===== src/rtl/mbx_pkg.sv =====
package mbx_pkg;
  localparam int unsigned MBX_ADDR_W = 2;
  localparam int unsigned MBX_FLAG_N = 4;

  typedef enum logic [MBX_ADDR_W-1:0] {
    MBX_REG_OUTB = 2'd0,
    MBX_REG_INB  = 2'd1,
    MBX_REG_STAT = 2'd2,
    MBX_REG_CTRL = 2'd3
  } mbx_reg_e;

  localparam int unsigned MBX_F_ODIRTY = 0;
  localparam int unsigned MBX_F_IEVT   = 1;
  localparam int unsigned MBX_F_CEVT   = 2;
  localparam int unsigned MBX_F_IDIRTY = 3;

  localparam logic [MBX_FLAG_N-1:0] MBX_EVT_MASK = 4'b0110;
endpackage


===== src/rtl/mbx_rst_sync.sv =====
module mbx_rst_sync #(
  parameter int unsigned STAGES = 2
) (
  input  logic clk,
  input  logic rst_n,
  output logic rst_sync_n
);
  logic [STAGES-1:0] shift_d;
  logic [STAGES-1:0] shift_q;

  always_comb begin
    shift_d = {shift_q[STAGES-2:0], 1'b1};
  end

  always_ff @(posedge clk or negedge rst_n) begin
    if (!rst_n) shift_q <= '0;
    else        shift_q <= shift_d;
  end

  assign rst_sync_n = shift_q[STAGES-1];
endmodule


===== src/rtl/mbx_word_reg.sv =====
module mbx_word_reg #(
  parameter int unsigned WIDTH = 32
) (
  input  logic             clk,
  input  logic             rst_n,
  input  logic             load,
  input  logic [WIDTH-1:0] din,
  output logic [WIDTH-1:0] q
);
  logic [WIDTH-1:0] q_d;

  always_comb begin
    q_d = din;
  end

  always_ff @(posedge clk or negedge rst_n) begin
    if (!rst_n)    q <= '0;
    else if (load) q <= q_d;
  end
endmodule


===== src/rtl/mbx_flag_bank.sv =====
module mbx_flag_bank #(
  parameter int unsigned N = 4
) (
  input  logic         clk,
  input  logic         rst_n,
  input  logic [N-1:0] set_i,
  input  logic [N-1:0] clr_i,
  output logic [N-1:0] flag_q
);
  logic [N-1:0] flag_d;
  logic [N-1:0] flag_en;

  for (genvar i = 0; i < N; i++) begin : g_flag
    always_comb begin
      flag_en[i] = set_i[i] | clr_i[i];
      flag_d[i]  = set_i[i] | (flag_q[i] & ~clr_i[i]);
    end

    always_ff @(posedge clk or negedge rst_n) begin
      if (!rst_n)          flag_q[i] <= 1'b0;
      else if (flag_en[i]) flag_q[i] <= flag_d[i];
    end
  end
endmodule


===== src/rtl/mbx_irq_gen.sv =====
module mbx_irq_gen #(
  parameter int unsigned N = 4
) (
  input  logic         clk,
  input  logic         rst_n,
  input  logic [N-1:0] flags,
  input  logic [N-1:0] enables,
  output logic         irq_q
);
  logic irq_d;

  always_comb begin
    irq_d = |(flags & enables);
  end

  always_ff @(posedge clk or negedge rst_n) begin
    if (!rst_n) irq_q <= 1'b0;
    else        irq_q <= irq_d;
  end
endmodule


===== src/rtl/dbg_mailbox.sv =====
module dbg_mailbox
  import mbx_pkg::*;
#(
  parameter int unsigned DATA_W = 32
) (
  input  logic                  clk,
  input  logic                  rst_n,
  input  logic                  dbg_mode,
  input  logic [MBX_ADDR_W-1:0] cpu_addr,
  input  logic                  cpu_we,
  input  logic                  cpu_re,
  input  logic [DATA_W-1:0]     cpu_wdata,
  output logic [DATA_W-1:0]     cpu_rdata,
  input  logic [MBX_ADDR_W-1:0] emu_addr,
  input  logic                  emu_we,
  input  logic                  emu_re,
  input  logic [DATA_W-1:0]     emu_wdata,
  output logic [DATA_W-1:0]     emu_rdata,
  output logic                  irq
);
  localparam int unsigned PAD_W = DATA_W - MBX_FLAG_N;

  logic                  rst_int_n;
  logic [DATA_W-1:0]     outb_q;
  logic [DATA_W-1:0]     inb_q;
  logic [MBX_FLAG_N-1:0] stat_q;
  logic [MBX_FLAG_N-1:0] ctrl_q;
  logic [MBX_FLAG_N-1:0] ctrl_din;
  logic [MBX_FLAG_N-1:0] flag_set;
  logic [MBX_FLAG_N-1:0] flag_clr;

  logic cpu_wr_outb, cpu_wr_stat, cpu_wr_ctrl, emu_wr_inb;
  logic emu_take_outb, cpu_take_inb;

  mbx_rst_sync #(.STAGES(2)) u_rst_sync (
    .clk        (clk),
    .rst_n      (rst_n),
    .rst_sync_n (rst_int_n)
  );

  // access decode: only one side may write each register
  always_comb begin
    cpu_wr_outb   = cpu_we && (cpu_addr == MBX_REG_OUTB);
    cpu_wr_stat   = cpu_we && (cpu_addr == MBX_REG_STAT);
    cpu_wr_ctrl   = cpu_we && (cpu_addr == MBX_REG_CTRL);
    emu_wr_inb    = emu_we && (emu_addr == MBX_REG_INB);
    emu_take_outb = emu_re && (emu_addr == MBX_REG_OUTB) && !dbg_mode;
    cpu_take_inb  = cpu_re && (cpu_addr == MBX_REG_INB)  && !dbg_mode;
    ctrl_din      = cpu_wdata[MBX_FLAG_N-1:0] & MBX_EVT_MASK;
  end

  // flag events; the bank lets a set override a same-cycle clear
  always_comb begin
    flag_set = '0;
    flag_clr = '0;
    flag_set[MBX_F_ODIRTY] = cpu_wr_outb;
    flag_clr[MBX_F_ODIRTY] = emu_take_outb;
    flag_set[MBX_F_IDIRTY] = emu_wr_inb;
    flag_clr[MBX_F_IDIRTY] = cpu_take_inb;
    flag_set[MBX_F_IEVT]   = emu_wr_inb;
    flag_clr[MBX_F_IEVT]   = cpu_wr_stat && !cpu_wdata[MBX_F_IEVT];
    flag_set[MBX_F_CEVT]   = emu_take_outb;
    flag_clr[MBX_F_CEVT]   = cpu_wr_stat && !cpu_wdata[MBX_F_CEVT];
  end

  mbx_word_reg #(.WIDTH(DATA_W)) u_outb (
    .clk (clk), .rst_n (rst_int_n), .load (cpu_wr_outb), .din (cpu_wdata), .q (outb_q)
  );

  mbx_word_reg #(.WIDTH(DATA_W)) u_inb (
    .clk (clk), .rst_n (rst_int_n), .load (emu_wr_inb), .din (emu_wdata), .q (inb_q)
  );

  mbx_word_reg #(.WIDTH(MBX_FLAG_N)) u_ctrl (
    .clk (clk), .rst_n (rst_int_n), .load (cpu_wr_ctrl), .din (ctrl_din), .q (ctrl_q)
  );

  mbx_flag_bank #(.N(MBX_FLAG_N)) u_flags (
    .clk (clk), .rst_n (rst_int_n), .set_i (flag_set), .clr_i (flag_clr), .flag_q (stat_q)
  );

  mbx_irq_gen #(.N(MBX_FLAG_N)) u_irq (
    .clk (clk), .rst_n (rst_int_n), .flags (stat_q), .enables (ctrl_q), .irq_q (irq)
  );

  function automatic logic [DATA_W-1:0] read_sel(
    input logic                  re,
    input logic [MBX_ADDR_W-1:0] addr
  );
    logic [DATA_W-1:0] r;
    r = '0;
    if (re) begin
      case (mbx_reg_e'(addr))
        MBX_REG_OUTB: r = outb_q;
        MBX_REG_INB:  r = inb_q;
        MBX_REG_STAT: r = {{PAD_W{1'b0}}, stat_q};
        MBX_REG_CTRL: r = {{PAD_W{1'b0}}, ctrl_q};
        default:      r = '0;
      endcase
    end
    return r;
  endfunction

  always_comb begin
    cpu_rdata = read_sel(cpu_re, cpu_addr);
    emu_rdata = read_sel(emu_re, emu_addr);
  end
endmodule


===== config.mk =====
export PLATFORM = sky130hd
export DESIGN_NAME = dbg_mailbox
export DESIGN_NICKNAME = d
export VERILOG_FILES = /design/src/rtl/mbx_pkg.sv /design/src/rtl/mbx_rst_sync.sv /design/src/rtl/mbx_word_reg.sv /design/src/rtl/mbx_flag_bank.sv /design/src/rtl/mbx_irq_gen.sv /design/src/rtl/dbg_mailbox.sv
export SDC_FILE = /design/constraint.sdc
export NUM_CORES = 1
export LEC_CHECK = 0
export ABC_AREA = 1
export CORE_MARGIN = 5
export CORE_UTILIZATION = 30
export CTS_BUF_LIST = sky130_fd_sc_hd__clkbuf_4 sky130_fd_sc_hd__clkbuf_8
export DETAILED_ROUTE_END_ITERATION = 8
export DONT_BUFFER_PORTS = 1
export PLACE_DENSITY = 0.49
export REMOVE_ABC_BUFFERS = 1
export SLEW_MARGIN = 30
export SYNTH_ARGS = -nofsm -noshare
export SYNTH_HDL_FRONTEND = slang
export SYNTH_SLANG_ARGS = --single-unit

===== constraint.sdc =====
create_clock -name clk -period 2.2 [get_ports clk]
set_input_delay 0.11 -clock clk [delete_from_list [all_inputs] [get_ports clk]]
set_output_delay 0.11 -clock clk [all_outputs]
set_load 0.02 [all_outputs]

==> results of run 1 <==
kinds of logic (layout without fill, tap and decap cells):
kind of cell,count (synthesis),in the layout,synth area share [%]
AO/OA/AOI/OAI,48,48,6.84
other,1,1,0.0928
AND/OR/NAND/NOR,355,355,37.0
flip-flops,73,73,45.2
buffers and inverters,82,173,10.9
state kept, by name, indices dropped and copies added, names as in the netlist:
name	flops
u_flags.flag_q	4
u_inb.q	32
u_irq.irq_q	1
u_ctrl.q	2
u_outb.q	32
u_rst_sync.shift_q	2
layout make-up:
class / count / area [sq um] / share of cell area (%)
Inverter: 41 / 156 / 2.92
Clock buffer: 14 / 180 / 3.36
Sequential cell: 73 / 1830 / 34.2
Clock inverter: 2 / 35.0 / 0.654
Tap cell: 176 / 220 / 4.11
Multi-Input combinational cell: 404 / 1780 / 33.1
Timing Repair Buffer: 116 / 1160 / 21.7
power breakdown:
group / switching, mW / internal (mW) / total [mW]
sequential: 0.189 / 1.55 / 1.74
combinational: 0.410 / 0.285 / 0.695
clock: 0.525 / 0.641 / 1.17
total: 1.12 / 2.48 / 3.60
Yosys cell counts (all sizes together):
cell type,count,area share (%)
dfrtp,73,45
and3,2,0.31
conb,1,0.093
o21ai,39,5.3
nand2,229,21
clkbuf,10,0.93
a21oi,7,1.1
a21boi,1,0.19
nand4,1,0.15
nor2,20,2.3
a22o,1,0.22
nand3,103,13
inv,41,3.9
buf,31,6.1
layer usage:
layer,track usage [%],share of wire (%),up-vias
met5,0,0,-
met4,6.37,1.5,0
met3,5.67,7.6,18
met2,28.6,47,154
met1,21.4,44,1867
li1,-,-,1934
worst paths after layout:
kind / from / to / depth (start not counted)
max in group asynchronous: u_rst_sync.shift_q[1]$_DFF_PN0_ / u_outb.q[14]$_DFFE_PN0P_ / 1
max reg2reg: u_ctrl.q[1]$_DFFE_PN0P_ / u_ctrl.q[1]$_DFFE_PN0P_ / 3
min: emu_we / u_inb.q[14]$_DFFE_PN0P_ / 2
min in group asynchronous: u_rst_sync.shift_q[1]$_DFF_PN0_ / u_inb.q[7]$_DFFE_PN0P_ / 0
min reg2reg: u_rst_sync.shift_q[1]$_DFF_PN0_ / u_inb.q[7]$_DFFE_PN0P_ / 0
max: emu_re / u_flags.flag_q[2]$_DFFE_PN0P_ / 5
worst max-delay path: stages:
cell	delay, ps
dlygate4sd3_1	610
nand3_1	100
dlygate4sd3_1	580
nand2_1	60
dlygate4sd3_1	550
per-stage QoR:
| stage | area, sq um | setup slack (ps) | power (mW) |
|---|---|---|---|
| global placement | 4080 | 826 | 2.31 |
| CTS | 5360 | 504 | 3.65 |
| finish | 5360 | 446 | 3.60 |
| global route | 5360 | 481 | 3.83 |
| detailed placement | 4080 | 807 | 2.33 |
| floorplan | 3760 | 16.5 | 2.16 |
timing repair:
| action | in CTS | in global routing |
|---|---|---|
| hold buffers | 106 | 0 |
| buffers inserted | 0 | 0 |
| endpoints found under the hold margin | 72 | 0 |
==> out/metrics.cfg, run 1 <==
[sta]
fin_crit_sh_pct = 79.7
finalSetupViolCount = 0
fin_setup_tns_ps = 0
timing.fmax_mhz = 570
min_period_ps = 1750
rsz0062_at_grt = false
max_slew_margin_pct = 52.9
hold_viol = 0
tightest_slew_ps = 704
clock-skew-final_ps = 8.03
whs_ps = 283
drv_slew = 0

[routing]
vias = 3973
totalWireLength_um = 13100
drt_iter0_markers = 308
wl_per_cell_um = 15.9
drc = 0
dr.pass1.iters = 7
ant_nets = 0
via_per_inst = 4.81

[global_route]
grt_pass1_wl_um = 22100
grt.total_usage_pct = 17.4
overflow = 0
grt_pass1_vias = 4273
antenna_found_initial = 0
grt_max_degree = 40

[synth]
ys_seq_area_share_pct = 45.2
yosysUniqueCellTypes = 24
syn_inst = 559
ys_warn_count = 0
ys_ff_latch = 73
netlist_area_sq_um = 4040
synth_area_per_cell_sq_um = 7.23

[floorplan]
std_cell_rows = 42
start_util_pct = 30.5
die_h_um = 126
ios = 140
die-width_um = 126
core-area_sq_um = 13200
dieArea_sq_um = 15900

[clock_tree]
clk-insertion-delay-late_ps = 380
cts_tree = done
cts-buffers-inserted = 9
cts_sinks = 73
clk_pin_slew_worst_paths_ps = 70
h-tree-depth = 3
clockBufferDepth = 2
clockRootBuffer = clkbuf_8
cts_resized = 0

[setup_path]
cp_data_required_time_ps = 2450
crit_fanout = 34
start_kind = input port
worstSetupPathType = input port to flop
reg2reg_slack_ps = 960
endpoint_kind = flop
worstPathArrival_ps = 2010

[finish]
synthToLayoutAreaGrowth_pct = 32.6
instances_no_fill = 826
final_nets = 720
final_util_pct = 40.5
fillers = 1386
final_common_cell = nand2_1
n_antenna_cell = 0
mostFrequentLayoutCells = 228 x nand2_1, 106 x dlygate4sd3_1, 102 x nand3_1
drive_above_1_share_pct = 6.15

[flow_run]
max-cap-violations = 0

[min_path]
hold_class = input port to flop

[power_and_ir_drop]
leakage_nw = 2.70
irDropWorstVdd_mv = 0.407
powerDensity_nw_per_um2 = 673

[place]
dp_cells = 704
io_buffers = 0
place_congestion = 0.833
hpwlAfterDp_um = 8530

[status]
status = finished clean

No activity file was read; power rests on OpenSTA's default activity.
==> run 2: changes to the inputs <==
==> constraint.sdc (replaced) <==
create_clock -name clk -period 1.4 [get_ports clk]
set_input_delay 0.07 -clock clk [delete_from_list [all_inputs] [get_ports clk]]
set_output_delay 0.07 -clock clk [all_outputs]
set_load 0.02 [all_outputs]
==> run 2 against run 1 <==
Sequential share of layout area increased by 0.064 points; non-clock buffer count unchanged; wire length down 0.58%; critical endpoint is now u_flags.flag_q[1]$_DFFE_PN0P_.
==> out/metrics.cfg, run 2 (synthesis results as in run 1) <==
[routing]
via_per_inst = 4.78
totalWireLength_um = 13100
vias = 3935
ant_nets = 0
wl_per_cell_um = 15.9
dr.pass1.iters = 5
drc = 0
drt_iter0_markers = 239

[flow_run]
max-cap-violations = 0

[setup_path]
max_stage_delay_ps = 590
critPathTopFamily = buffers and inverters
cp_data_required_time_ps = 1640
crit_fanout = 9
crit_chain = dlygate4sd3_1, nor2_1, nand3_1, dlygate4sd3_1, nand2_1, nand2_1
slowest_stage = dlygate4sd3_1
start_kind = input port
r2r-start = u_ctrl.q[1]$_DFFE_PN0P_
endpoint_kind = flop
path_buf_inv = 2
worstSetupPathType = input port to flop
cp-startpoint = cpu_addr[0]
worstPathArrival_ps = 1570

[sta]
min_period_ps = 1340
hold_viol = 0
timing.fmax_mhz = 749
rsz0062_at_grt = false
drv_slew = 0
finalSetupViolCount = 0
fin_crit_sh_pct = 95.4
clock-skew-final_ps = 8.82

[finish]
final_common_cell = nand2_1
reg_top3 = u_inb.q: 32 flops, u_outb.q: 32 flops, u_flags.flag_q: 4 flops
final_cell_area_sq_um = 5350
n_antenna_cell = 0
synthToLayoutAreaGrowth_pct = 32.3
mostFrequentLayoutCells = 228 x nand2_1, 103 x dlygate4sd3_1, 102 x nand3_1
final_nets = 720
drive_above_1_share_pct = 7.10

[clock_tree]
cts_tree = done
h-tree-depth = 3
cts_sinks = 73
clockBufferDepth = 2
clk_pin_slew_worst_paths_ps = 70
clockRootBuffer = clkbuf_8
clk-insertion-delay-late_ps = 350
cts-buffers-inserted = 9

[place]
hpwlAfterDp_um = 8230
dpl_cell_area_sq_um = 4110
place_congestion = 0.764
io_buffers = 0

[global_route]
grt_max_degree = 72
grt_pass1_wl_um = 21000
antenna_found_initial = 0
overflow = 0
grt_pass1_vias = 3931
grt.total_usage_pct = 16.5

[power_and_ir_drop]
irDropWorstVdd_mv = 0.445
p_total_mw = 5.41
leakage_nw = 2.70
powerDensity_nw_per_um2 = 1010

[floorplan]
die_h_um = 126
start_util_pct = 30.5
core-area_sq_um = 13200
die-width_um = 126
dieArea_sq_um = 15900
std_cell_rows = 42
ios = 140

[status]
status = finished clean

[min_path]
min_from = cpu_addr[1]
hold_class = input port to flop

-- run 2: power by group --
part / internal [mW] / total (mW) / switching, mW
Clock: 0.812 / 1.58 / 0.766
Sequential: 2.44 / 2.71 / 0.267
Combinational: 0.447 / 1.12 / 0.671
Total: 3.70 / 5.41 / 1.70
-- run 2: worst paths after layout --
path                       slack [ps]                       endpoint  cells past startpoint
min                                90  u_flags.flag_q[2]$_DFFE_PN0P_                      5
max reg2reg                       170        u_ctrl.q[1]$_DFFE_PN0P_                      3
max                                60  u_flags.flag_q[1]$_DFFE_PN0P_                      6
min reg2reg                       330         u_inb.q[6]$_DFFE_PN0P_                      1
min in group asynchronous         330         u_inb.q[6]$_DFFE_PN0P_                      1
max in group asynchronous         720       u_outb.q[20]$_DFFE_PN0P_                      1
-- run 2: worst register-to-register path: cells and delay by family, from the launching register on --
family                 cells  cell delay, ps
buffers and inverters      1             560
DFF                        1             410
and+or+nand+nor            1              80
AOI/OAI and AO/OA          1              70
-- run 2: area by class of cell --
cell class / instances / area [sq um]
inverters: 41 / 156
multi-input cells: 404 / 1790
clock buffers: 14 / 180
well taps: 176 / 220
fillers: 1391 / 7890
repair buffers: 116 / 1170
flip-flops and latches: 73 / 1830
-- run 2: timing repair --
action,in CTS,in global routing
resized for setup,0,7
setup buffers,0,0
endpoints found under the setup margin,0,7
endpoints found under the hold margin,72,0
hold buffers,104,0
-- run 2: routing by layer --
metal	part of all wire [%]	vias up	track usage, %
li1	-	1939	-
met1	44	1818	21.2
met2	46	156	26.5
met3	7.8	22	4.49
met4	1.9	0	6.25
met5	0	-	0
-- run 2: through the flow --
stage | utilization [%] | instances | setup slack, ps | hold WS [ps] | setup TNS (ps)
after global placement | 31.0 | 706 | 420 | -226 | 0
after detailed placement | 31.0 | 706 | 398 | -226 | 0
after global routing | 40.4 | 824 | 10.9 | 91.5 | 0
after floorplan | - | 518 | -783 | -226 | -55630
final | 40.4 | 824 | 64.8 | 94.6 | 0
after CTS | 40.3 | 824 | 10.9 | 62.2 | 0
==> run 3: changes to the inputs <==
--- a/config.mk
+++ b/config.mk
@@ -8,10 +8,10 @@
 export ABC_AREA = 1
 export CORE_MARGIN = 5
 export CORE_UTILIZATION = 30
-export CTS_BUF_LIST = sky130_fd_sc_hd__clkbuf_4 sky130_fd_sc_hd__clkbuf_8
+export CTS_BUF_LIST = sky130_fd_sc_hd__clkbuf_2 sky130_fd_sc_hd__clkbuf_4 sky130_fd_sc_hd__clkbuf_8
 export DETAILED_ROUTE_END_ITERATION = 8
 export DONT_BUFFER_PORTS = 1
-export PLACE_DENSITY = 0.49
+export PLACE_DENSITY_LB_ADDON = 0.3
 export REMOVE_ABC_BUFFERS = 1
 export SLEW_MARGIN = 30
 export SYNTH_ARGS = -nofsm -noshare
==> constraint.sdc (replaced) <==
create_clock -name clk -period 1.4 [get_ports clk]
set_input_delay 0.28 -clock clk [delete_from_list [all_inputs] [get_ports clk]]
set_output_delay 0.28 -clock clk [all_outputs]
set_load 0.02 [all_outputs]
==> run 3 against run 2 <==
The run now ends with negative setup slack left; clock power grew 6%; combinational power is 11% lower; power down 0.36%; maximum frequency down 14%; clock-buffer cell count is the same; sequential power hardly changed; cell count decreased by 10%; critical path type is now flop to output port; largest cell class unchanged; highest routed layer unchanged.
==> out/metrics.cfg, run 3 (synthesis results as in run 1) <==
[routing]
totalWireLength_um = 12200
wl_per_cell_um = 16.5
vias = 3662
ant_nets = 0
drt_iter0_markers = 215
drc = 0
via_per_inst = 4.96
dr.pass1.iters = 5

[finish]
synthToLayoutAreaGrowth_pct = 11.3
instances_no_fill = 738
final_cell_area_sq_um = 4500
final_nets = 632
drive_above_1_share_pct = 12.8
mostFrequentLayoutCells = 221 x nand2_1, 98 x nand3_1, 72 x dfrtp_1
final_common_cell = nand2_1
reg_top3 = u_inb.q: 32 flops, u_outb.q: 32 flops, u_flags.flag_q: 4 flops
n_antenna_cell = 0

[sta]
drv_slew = 0
hold_viol = 0
whs_ps = 46.2
rsz0062_at_grt = true
min_period_ps = 1550
timing.fmax_mhz = 644
finalSetupViolCount = 6
clock-skew-final_ps = 5.90
finalWorstSetupSlack_ps = -154
fin_crit_sh_pct = 111

[global_route]
grt_pass1_wl_um = 19700
overflow = 0
grt_pass1_vias = 3711
antenna_found_initial = 0
grt.total_usage_pct = 15.6
grt_max_degree = 72

[setup_path]
r2r-start = u_flags.flag_q[2]$_DFFE_PN0P_
endpoint_kind = output port
max_stage_delay_ps = 430
critPathTopFamily = flip-flops
path_buf_inv = 1
worstPathArrival_ps = 1270
worstSetupPathType = flop to output port
cp_data_required_time_ps = 1120
r2r_cells = 2
crit_top_cell = nor2_1
cp-startpoint = u_inb.q[3]$_DFFE_PN0P_
crit_chain = nor2_1, nor2_1, nor2_1, nor2_1, buf_4
start_kind = flop
reg2reg_to = u_irq.irq_q$_DFF_PN0_
crit_fanout = 3
slowest_stage = dfrtp_1
reg2reg_slack_ps = 520

[floorplan]
core-area_sq_um = 13200
die_h_um = 126
std_cell_rows = 42
start_util_pct = 30.5
die-width_um = 126
ios = 140
dieArea_sq_um = 15900

[status]
violations = negative setup slack
status = complete, but fails checks

[clock_tree]
clockRootBuffer = clkbuf_8
cts-buffers-inserted = 9
cts_sinks = 73
clk-insertion-delay-late_ps = 360
clk_pin_slew_worst_paths_ps = 80
clockBufferDepth = 2
h-tree-depth = 3
cts_tree = done

[place]
dp_cells = 715
hpwlAfterDp_um = 8370
place_congestion = 0.810
io_buffers = 0
place_ws_ps = 97.3
dpl_cell_area_sq_um = 4200

[power_and_ir_drop]
irDropWorstVdd_mv = 0.486
p_total_mw = 5.39
leakage_nw = 2.44
powerDensity_nw_per_um2 = 1200

[min_path]
hold_end = u_inb.q[21]$_DFFE_PN0P_
holdPathStages = 2
min_from = emu_wdata[21]
hold_class = input port to flop

[flow_run]
max-cap-violations = 0

[run 3: report_power, final]
| group | switching (mW) | total (mW) | internal [mW] |
|---|---|---|---|
| Clock | 0.818 | 1.67 | 0.853 |
| Combinational | 0.637 | 0.992 | 0.356 |
| Sequential | 0.280 | 2.72 | 2.44 |
| Total | 1.74 | 5.39 | 3.65 |
[run 3: per-stage QoR]
stage                     TNS (ps)  util [%]
final                         -623      34.0
after global routing         -1440      34.0
after CTS                     -837      33.5
after detailed placement         0      31.7
after global placement           0      31.7
after floorplan             -62910         -
[run 3: repair_timing]
item                                   4_1_cts  5_1_grt
setup buffers                                4        2
setup endpoints to repair                    8       12
gates resized for setup                      6       13
hold buffers                                 1        0
endpoints found under the hold margin        2        0
pin swaps                                   10        4
[run 3: worst register-to-register path, stage by stage (launching register included)]
cell and delay, ps:
dfrtp_1 420, buf_4 150, a22o_1 210
[run 3: final cells by class]
class,count,area [sq um]
multi-input combinational,404,1820
fill,1459,8740
sequential,73,1830
clock buffer,14,186
inverter,41,159
clock inverter,2,10.0
timing repair buffer,28,275
tap,176,220
[run 3: worst max-delay path by stage]
| stage | to | slack [ps] | cells past startpoint |
|---|---|---|---|
| after floorplan | u_ctrl.q[1]$_DFFE_PN0P_ | -780 | 0 |
| after global placement | emu_rdata[7] | 90 | 5 |
| after detailed placement | emu_rdata[8] | 100 | 5 |
| after CTS | emu_rdata[2] | -160 | 5 |
| after global routing | emu_rdata[1] | -260 | 5 |
| final | emu_rdata[3] | -150 | 5 |
[run 3: layer usage]
metal / share of wire (%) / vias up / global-route usage [%] / wire [um]
li1: - / 1766 / - / -
met1: 44 / 1734 / 19.4 / 5390
met2: 47 / 147 / 25.4 / 5720
met3: 7.4 / 15 / 4.95 / 901
met4: 1.5 / 0 / 5.87 / 181
met5: 0 / - / 0 / 0
